$ cat src/rtl/irq_tree_pkg.sv
// Shared register map and write-bus type for the interrupt tree.
// Assumes at most eight modules and at most sixteen sources per module.
package irq_tree_pkg;
    localparam int REG_AW         = 5;
    localparam int REG_DW         = 16;
    localparam int MAX_MOD        = 8;
    localparam int ADDR_VEC       = 0;
    localparam int ADDR_CTRL      = 1;
    localparam int ADDR_MASK      = 2;
    localparam int ADDR_MFLAG     = 3;
    localparam int ADDR_FLAG_BASE = 8;
    localparam int ADDR_EN_BASE   = 16;
    localparam int CTRL_GE_BIT    = 0;
    localparam int CTRL_INS_BIT   = 1;

    typedef struct packed {
        logic              wr;
        logic [REG_AW-1:0] addr;
        logic [REG_DW-1:0] data;
    } reg_wr_t;

    // True when the bus carries a write to the given address.
    function automatic logic wr_hit(input reg_wr_t b, input int a);
        return b.wr && (b.addr == REG_AW'(a));
    endfunction
endpackage

$ cat src/rtl/irq_src_bank.sv
// Per-module source bank: sticky flags, source enables and the module's
// active signal. Assumes NSRC <= 16. Event set beats software clear.
module irq_src_bank
    import irq_tree_pkg::*;
#(
    parameter int NSRC    = 4,
    parameter int MOD_IDX = 0
) (
    input  logic            clk,
    input  logic            rst_n,
    input  logic [NSRC-1:0] evt,
    input  reg_wr_t         bus,
    output logic [NSRC-1:0] flags,
    output logic [NSRC-1:0] enables,
    output logic            mod_active
);
    localparam int FLAG_ADDR = ADDR_FLAG_BASE + MOD_IDX;
    localparam int EN_ADDR   = ADDR_EN_BASE + MOD_IDX;

    logic            flag_wr;
    logic            en_wr;
    logic [NSRC-1:0] clr_mask;

    // Decode writes that target this bank.
    always_comb begin
        flag_wr  = wr_hit(bus, FLAG_ADDR);
        en_wr    = wr_hit(bus, EN_ADDR);
        clr_mask = flag_wr ? ~bus.data[NSRC-1:0] : '0;
    end

    // Sticky flags: zero-written bits clear, events set with priority.
    always_ff @(posedge clk) begin
        if (!rst_n) flags <= '0;
        else        flags <= (flags & ~clr_mask) | evt;
    end

    // Source enable register.
    always_ff @(posedge clk) begin
        if (!rst_n)     enables <= '0;
        else if (en_wr) enables <= bus.data[NSRC-1:0];
    end

    // Module signal: any source with flag and enable both set.
    assign mod_active = |(flags & enables);
endmodule

$ cat src/rtl/irq_csr.sv
// Control registers: vector address, global enable and module mask.
// Assumes NUM_MOD <= 8 and VEC_W <= 16.
module irq_csr
    import irq_tree_pkg::*;
#(
    parameter int NUM_MOD = 8,
    parameter int VEC_W   = 16
) (
    input  logic               clk,
    input  logic               rst_n,
    input  reg_wr_t            bus,
    output logic [VEC_W-1:0]   vec,
    output logic               ge,
    output logic [NUM_MOD-1:0] mask
);
    // Vector register, one value for every entry.
    always_ff @(posedge clk) begin
        if (!rst_n)                     vec <= '0;
        else if (wr_hit(bus, ADDR_VEC)) vec <= bus.data[VEC_W-1:0];
    end

    // Global enable bit of the control register.
    always_ff @(posedge clk) begin
        if (!rst_n)                      ge <= 1'b0;
        else if (wr_hit(bus, ADDR_CTRL)) ge <= bus.data[CTRL_GE_BIT];
    end

    // Module mask register.
    always_ff @(posedge clk) begin
        if (!rst_n)                      mask <= '0;
        else if (wr_hit(bus, ADDR_MASK)) mask <= bus.data[NUM_MOD-1:0];
    end
endmodule

$ cat src/rtl/irq_trig_unit.sv
// Trigger generation and in-service tracking. Emits one registered pulse
// per entry, then waits for the core's take before it may fire again.
// Precedence for in-service: take, then return, then software write.
module irq_trig_unit
    import irq_tree_pkg::*;
#(
    parameter int NUM_MOD = 8
) (
    input  logic               clk,
    input  logic               rst_n,
    input  logic [NUM_MOD-1:0] mod_active,
    input  logic [NUM_MOD-1:0] mask,
    input  logic               ge,
    input  logic               take,
    input  logic               ret,
    input  reg_wr_t            bus,
    output logic               trig,
    output logic               ins
);
    logic any_req;
    logic fire;
    logic wait_q;
    logic ins_wr;

    // Combine masked modules with the global and in-service gates.
    always_comb begin
        any_req = |(mod_active & mask);
        fire    = ge && !ins && any_req && !wait_q;
        ins_wr  = wr_hit(bus, ADDR_CTRL);
    end

    // Registered trigger pulse.
    always_ff @(posedge clk) begin
        if (!rst_n) trig <= 1'b0;
        else        trig <= fire;
    end

    // Hold off further pulses between a trigger and its take.
    always_ff @(posedge clk) begin
        if (!rst_n)    wait_q <= 1'b0;
        else if (take) wait_q <= 1'b0;
        else if (fire) wait_q <= 1'b1;
    end

    // In-service bit.
    always_ff @(posedge clk) begin
        if (!rst_n)      ins <= 1'b0;
        else if (take)   ins <= 1'b1;
        else if (ret)    ins <= 1'b0;
        else if (ins_wr) ins <= bus.data[CTRL_INS_BIT];
    end
endmodule

$ cat src/rtl/irq_tree_ctrl.sv
// Top of the hierarchical single-vector interrupt controller. Instantiates
// one source bank per module, the control registers and the trigger unit,
// and provides the combinational register read path.
module irq_tree_ctrl
    import irq_tree_pkg::*;
#(
    parameter int NUM_MOD     = 8,
    parameter int SRC_PER_MOD = 4,
    parameter int VEC_W       = 16
) (
    input  logic                           clk,
    input  logic                           rst_n,
    input  logic [NUM_MOD*SRC_PER_MOD-1:0] src_evt,
    input  logic                           reg_wr,
    input  logic [REG_AW-1:0]              reg_addr,
    input  logic [REG_DW-1:0]              reg_wdata,
    output logic [REG_DW-1:0]              reg_rdata,
    input  logic                           irq_take,
    input  logic                           irq_ret,
    output logic                           irq_trig,
    output logic [VEC_W-1:0]               irq_vector
);
    localparam int NSRC_TOT = NUM_MOD * SRC_PER_MOD;

    reg_wr_t                               bus;
    logic [NUM_MOD-1:0][SRC_PER_MOD-1:0]  flag_arr;
    logic [NUM_MOD-1:0][SRC_PER_MOD-1:0]  en_arr;
    logic [NUM_MOD-1:0]                   mod_active;
    logic [NUM_MOD-1:0]                   mask_bits;
    logic [NSRC_TOT-1:0]                  flag_vec;
    logic                                 ge_bit;
    logic                                 ins_bit;

    // Bundle the write port.
    always_comb begin
        bus.wr   = reg_wr;
        bus.addr = reg_addr;
        bus.data = reg_wdata;
    end

    for (genvar m = 0; m < NUM_MOD; m++) begin : g_bank
        irq_src_bank #(
            .NSRC    (SRC_PER_MOD),
            .MOD_IDX (m)
        ) u_bank (
            .clk        (clk),
            .rst_n      (rst_n),
            .evt        (src_evt[m*SRC_PER_MOD +: SRC_PER_MOD]),
            .bus        (bus),
            .flags      (flag_arr[m]),
            .enables    (en_arr[m]),
            .mod_active (mod_active[m])
        );
        assign flag_vec[m*SRC_PER_MOD +: SRC_PER_MOD] = flag_arr[m];
    end

    irq_csr #(
        .NUM_MOD (NUM_MOD),
        .VEC_W   (VEC_W)
    ) u_csr (
        .clk   (clk),
        .rst_n (rst_n),
        .bus   (bus),
        .vec   (irq_vector),
        .ge    (ge_bit),
        .mask  (mask_bits)
    );

    irq_trig_unit #(
        .NUM_MOD (NUM_MOD)
    ) u_trig (
        .clk        (clk),
        .rst_n      (rst_n),
        .mod_active (mod_active),
        .mask       (mask_bits),
        .ge         (ge_bit),
        .take       (irq_take),
        .ret        (irq_ret),
        .bus        (bus),
        .trig       (irq_trig),
        .ins        (ins_bit)
    );

    // Read multiplexer over the register map.
    always_comb begin
        reg_rdata = '0;
        case (int'(reg_addr))
            ADDR_VEC:   reg_rdata[VEC_W-1:0] = irq_vector;
            ADDR_CTRL: begin
                reg_rdata[CTRL_GE_BIT]  = ge_bit;
                reg_rdata[CTRL_INS_BIT] = ins_bit;
            end
            ADDR_MASK:  reg_rdata[NUM_MOD-1:0] = mask_bits;
            ADDR_MFLAG: reg_rdata[NUM_MOD-1:0] = mod_active;
            default: begin
                for (int m = 0; m < NUM_MOD; m++) begin
                    if (int'(reg_addr) == ADDR_FLAG_BASE + m)
                        reg_rdata[SRC_PER_MOD-1:0] = flag_arr[m];
                    if (int'(reg_addr) == ADDR_EN_BASE + m)
                        reg_rdata[SRC_PER_MOD-1:0] = en_arr[m];
                end
            end
        endcase
    end
endmodule

$ cat config.mk
export PLATFORM = sky130hd
export DESIGN_NAME = irq_tree_ctrl
export DESIGN_NICKNAME = d
export VERILOG_FILES = /design/src/rtl/irq_tree_pkg.sv /design/src/rtl/irq_src_bank.sv /design/src/rtl/irq_csr.sv /design/src/rtl/irq_trig_unit.sv /design/src/rtl/irq_tree_ctrl.sv
export SDC_FILE = /design/constraint.sdc
export NUM_CORES = 1
export LEC_CHECK = 0
export BUFFER_PORTS_ARGS = -buffer_cell sky130_fd_sc_hd__clkbuf_2
export CAP_MARGIN = 10
export CORE_MARGIN = 1
export CORE_UTILIZATION = 50
export CTS_CLUSTER_SIZE = 14
export DETAILED_ROUTE_END_ITERATION = 16
export GPL_TIMING_DRIVEN = 0
export PLACE_DENSITY = 0.85
export SLEW_MARGIN = 10
export SYNTH_ARGS = -nofsm -noshare
export SYNTH_HDL_FRONTEND = slang
export SYNTH_SLANG_ARGS = --single-unit
$ cat constraint.sdc
create_clock -name clk -period 2.4 [get_ports clk]
set_input_delay 0.36 -clock clk [delete_from_list [all_inputs] [get_ports clk]]
set_output_delay 0.36 -clock clk [all_outputs]
set_load 0.03 [all_outputs]
==> impl_metrics.toml <==
[status]
status = "completed"

[placement]
port_buffers = 87
dpl-instance-area_sq_um = 5364
dp_slack_ns = -0.5722
gp_congestion = 0.9662
dp_hpwl_um = 13420
dpl.cell_count = 845

[global_routing]
met3_usage = 0.09628
grt_antenna_before_repair = 0
grt.overflow.total = 0
grtUsageMet2 = 0.5609
track_usage = 0.3693
top_usage_layer = "met2"
grt_max_degree = 17
met1_usage = 0.5035
grt_pass1_wl_um = 27630
grt_pass1_vias = 5016

[routing]
ant_nets = 0
drt-vias-per-instance = 6.224
wl_um = 18140
post-route-drc-count = 0
drtIter0Drc = 583
vias = 5446
avgRoutedWirePerCell_um = 20.73
dr.pass1.iters = 6

[cts]
cts_htree_levels = 3
clock_sinks = 92
cts_root_buf = "clkbuf_8"
cts_tree = "yes"
clock_tree.buffer_depth = 2
clk_pin_slew_ns = 0.09
clock_latency_ns = 0.37
numCtsBuffers = 9
holdBufCountCts = 0

[worst_setup_path]
worstReg2RegStart = "g_bank[5].u_bank.flags[0]$_SDFF_PN0_"
ff2ff_setup_slack_ns = 0.52
end_kind = "primary output"
startpoint_type = "input pin"
critPathRequiredTime_ns = 2.04
r2r_end = "u_trig.wait_q$_SDFFE_PP0P_"
reg2reg_depth = 6
crit_type = "input pin to primary output"
critPathMaxFanout = 10
arrival_ns = 2.03

[floorplanning]
die_w_um = 99.64
die_h_um = 99.64
initial_utilization = 0.5159
die_area_sq_um = 9928
rows = 35
io_pins = 91
core-area_sq_um = 9240

[synthesis]
synth_seq_area_share = 0.3864
ys_warn_count = 0
ys_ff_latch = 92
synth_fp_nets = 687
synth_area_sq_um = 4767
synth-main-ff-cell = "dfxtp_1"
ys_types = 60
synthCells = 629
avgSynthCellArea_sq_um = 7.579
synth_edf_count = 0
async_reset_ff_frac = 0

[power_and_ir_drop]
max-vdd-ir-drop_uv = 320.9
leakage_nw = 2.392
p_per_area_nw_per_um2 = 520.1

[timing]
setup_slack_ns = 0.01201
whs_ns = 0.1781
timing.setup.tns_ns = 0
fmax_mhz = 418.8
finalCriticalPeriod_ns = 2.388
skew_ns = 0.01234
slew_headroom = 0.4566
slew_violations = 0
period_share = 0.9950
hold_viol = 0
worst_pin_slew_ns = 0.8151
setup_viol = 0
rsz0062_at_grt = "yes"

[layout]
antennaDiodeCount = 0
fin_cells = 875
seqCellArea_sq_um = 1846
fillerInstances = 824
drive_above_1_share = 0.2466
area_growth_pct = 25.01
fin_area_sq_um = 5959
nets = 799
multi_input_area_sq_um = 2819

[worst_hold_path]
whs_path_depth = 2
hold_class = "input pin to register"
holdPathEnd = "u_trig.wait_q$_SDFFE_PP0P_"
hp-start = "irq_take"

[flow_run]
drv_cap = 0
through the flow:
stage	power [mW]	utilization
2_1_floorplan	1.878	-
3_3_place_gp	2.058	0.5805
3_5_place_dp	2.062	0.5805
4_1_cts	3.037	0.6230
5_1_grt	3.196	0.6450
6_report	3.099	0.6450
synth_stat cells, types with 3 or more instances:
library cell / instances / area (sq um)
o2111ai_1: 3 / 26.28
a221oi_1: 4 / 35.03
a21oi_1: 87 / 435.4
and3_1: 18 / 112.6
mux2_2: 3 / 33.78
a211oi_1: 6 / 45.04
o31ai_1: 3 / 22.52
a31oi_1: 5 / 31.28
nand2b_1: 6 / 37.54
nand3_1: 29 / 145.1
nand2_1: 96 / 360.4
mux2i_1: 26 / 260.3
o21ai_0: 38 / 190.2
nor2b_1: 7 / 43.79
inv_1: 20 / 75.07
a22o_1: 10 / 87.58
clkbuf_1: 27 / 101.4
nor3_2: 3 / 30.03
a22oi_1: 10 / 75.07
o32ai_1: 3 / 26.28
nor2_1: 64 / 240.2
buf_6: 3 / 33.78
dfxtp_1: 92 / 1842
o22ai_1: 4 / 25.02
buf_2: 13 / 65.06
a32oi_1: 3 / 26.28
o21a_1: 3 / 22.52
cell families after synthesis:
family,Yosys count,share of synthesized area
AOI/OAI and AO/OA,200,0.2570
buffers and inverters,68,0.06168
DFF,92,0.3864
muxes,29,0.06168
and+or+nand+nor,240,0.2333
worst max-delay path by stage:
stage	start	end	cells past startpoint
2_1_floorplan	reg_addr[0]	reg_rdata[0]	9
3_3_place_gp	reg_addr[4]	reg_rdata[0]	8
3_5_place_dp	reg_addr[4]	reg_rdata[0]	8
4_1_cts	reg_addr[3]	reg_rdata[2]	8
5_1_grt	reg_addr[1]	reg_rdata[1]	9
6_report	reg_addr[1]	reg_rdata[1]	9
power breakdown:
part | leakage, nW | internal, mW | switching, mW
clock network | 0.0813 | 0.386 | 0.594
registers | 0.753 | 1.57 | 0.0528
logic | 1.56 | 0.186 | 0.309
state kept, by name (all words and copies together), names as in the netlist:
| name | count |
|---|---|
| g_bank.u_bank.enables | 32 |
| g_bank.u_bank.flags | 32 |
| u_csr.vec | 16 |
| u_csr.mask | 8 |
| u_csr.ge | 1 |
| u_trig.ins | 1 |
| u_trig.trig | 1 |
| u_trig.wait_q | 1 |
metal layers:
metal,vias up,routed length (um)
li1,2453,-
met1,2522,7331
met2,407,7940
met3,64,2196
met4,0,674
met5,-,0
worst max-delay path: stages:
cell        delay, ns
buf_6            0.12
buf_4            0.26
clkinvlp_4       0.24
nor2_1           0.18
o2111ai_1        0.19
o31ai_1          0.12
o221ai_1         0.21
a21oi_1          0.16
buf_4            0.17
layout by cell type (no fill, tap or decap), types with 4 or more instances in the layout:
master       n
a211oi_1     5
a21oi_1     86
a22o_1      10
a22oi_1      9
a31oi_1      4
and3_1      17
buf_2        4
buf_4       24
buf_6        5
buf_8        5
clkbuf_1    23
clkbuf_2    85
clkbuf_8     9
clkinvlp_4   4
dfxtp_1     91
inv_1       19
mux2i_1     26
nand2_1     93
nand2b_1     4
nand3_1     29
nor2_1      59
nor2b_1      4
o21ai_0     35
o22ai_1      4
cell type report:
class,count,area share
Multi-Input combinational cell,469,0.4730
Clock buffer,10,0.02141
Tap cell,129,0.02708
Inverter,23,0.01575
Clock inverter,6,0.008818
Buffer,41,0.04136
Sequential cell,92,0.3097
Timing Repair Buffer,105,0.1029
timing repair:
action / 4_1_cts / 5_1_grt
hold endpoints to repair: 0 / 0
endpoints found under the setup margin: 4 / 4
pin swaps: 5 / 9
gates resized for setup: 54 / 44
setup buffers: 8 / 11
Note: power is estimated with default switching activity, not from simulation.
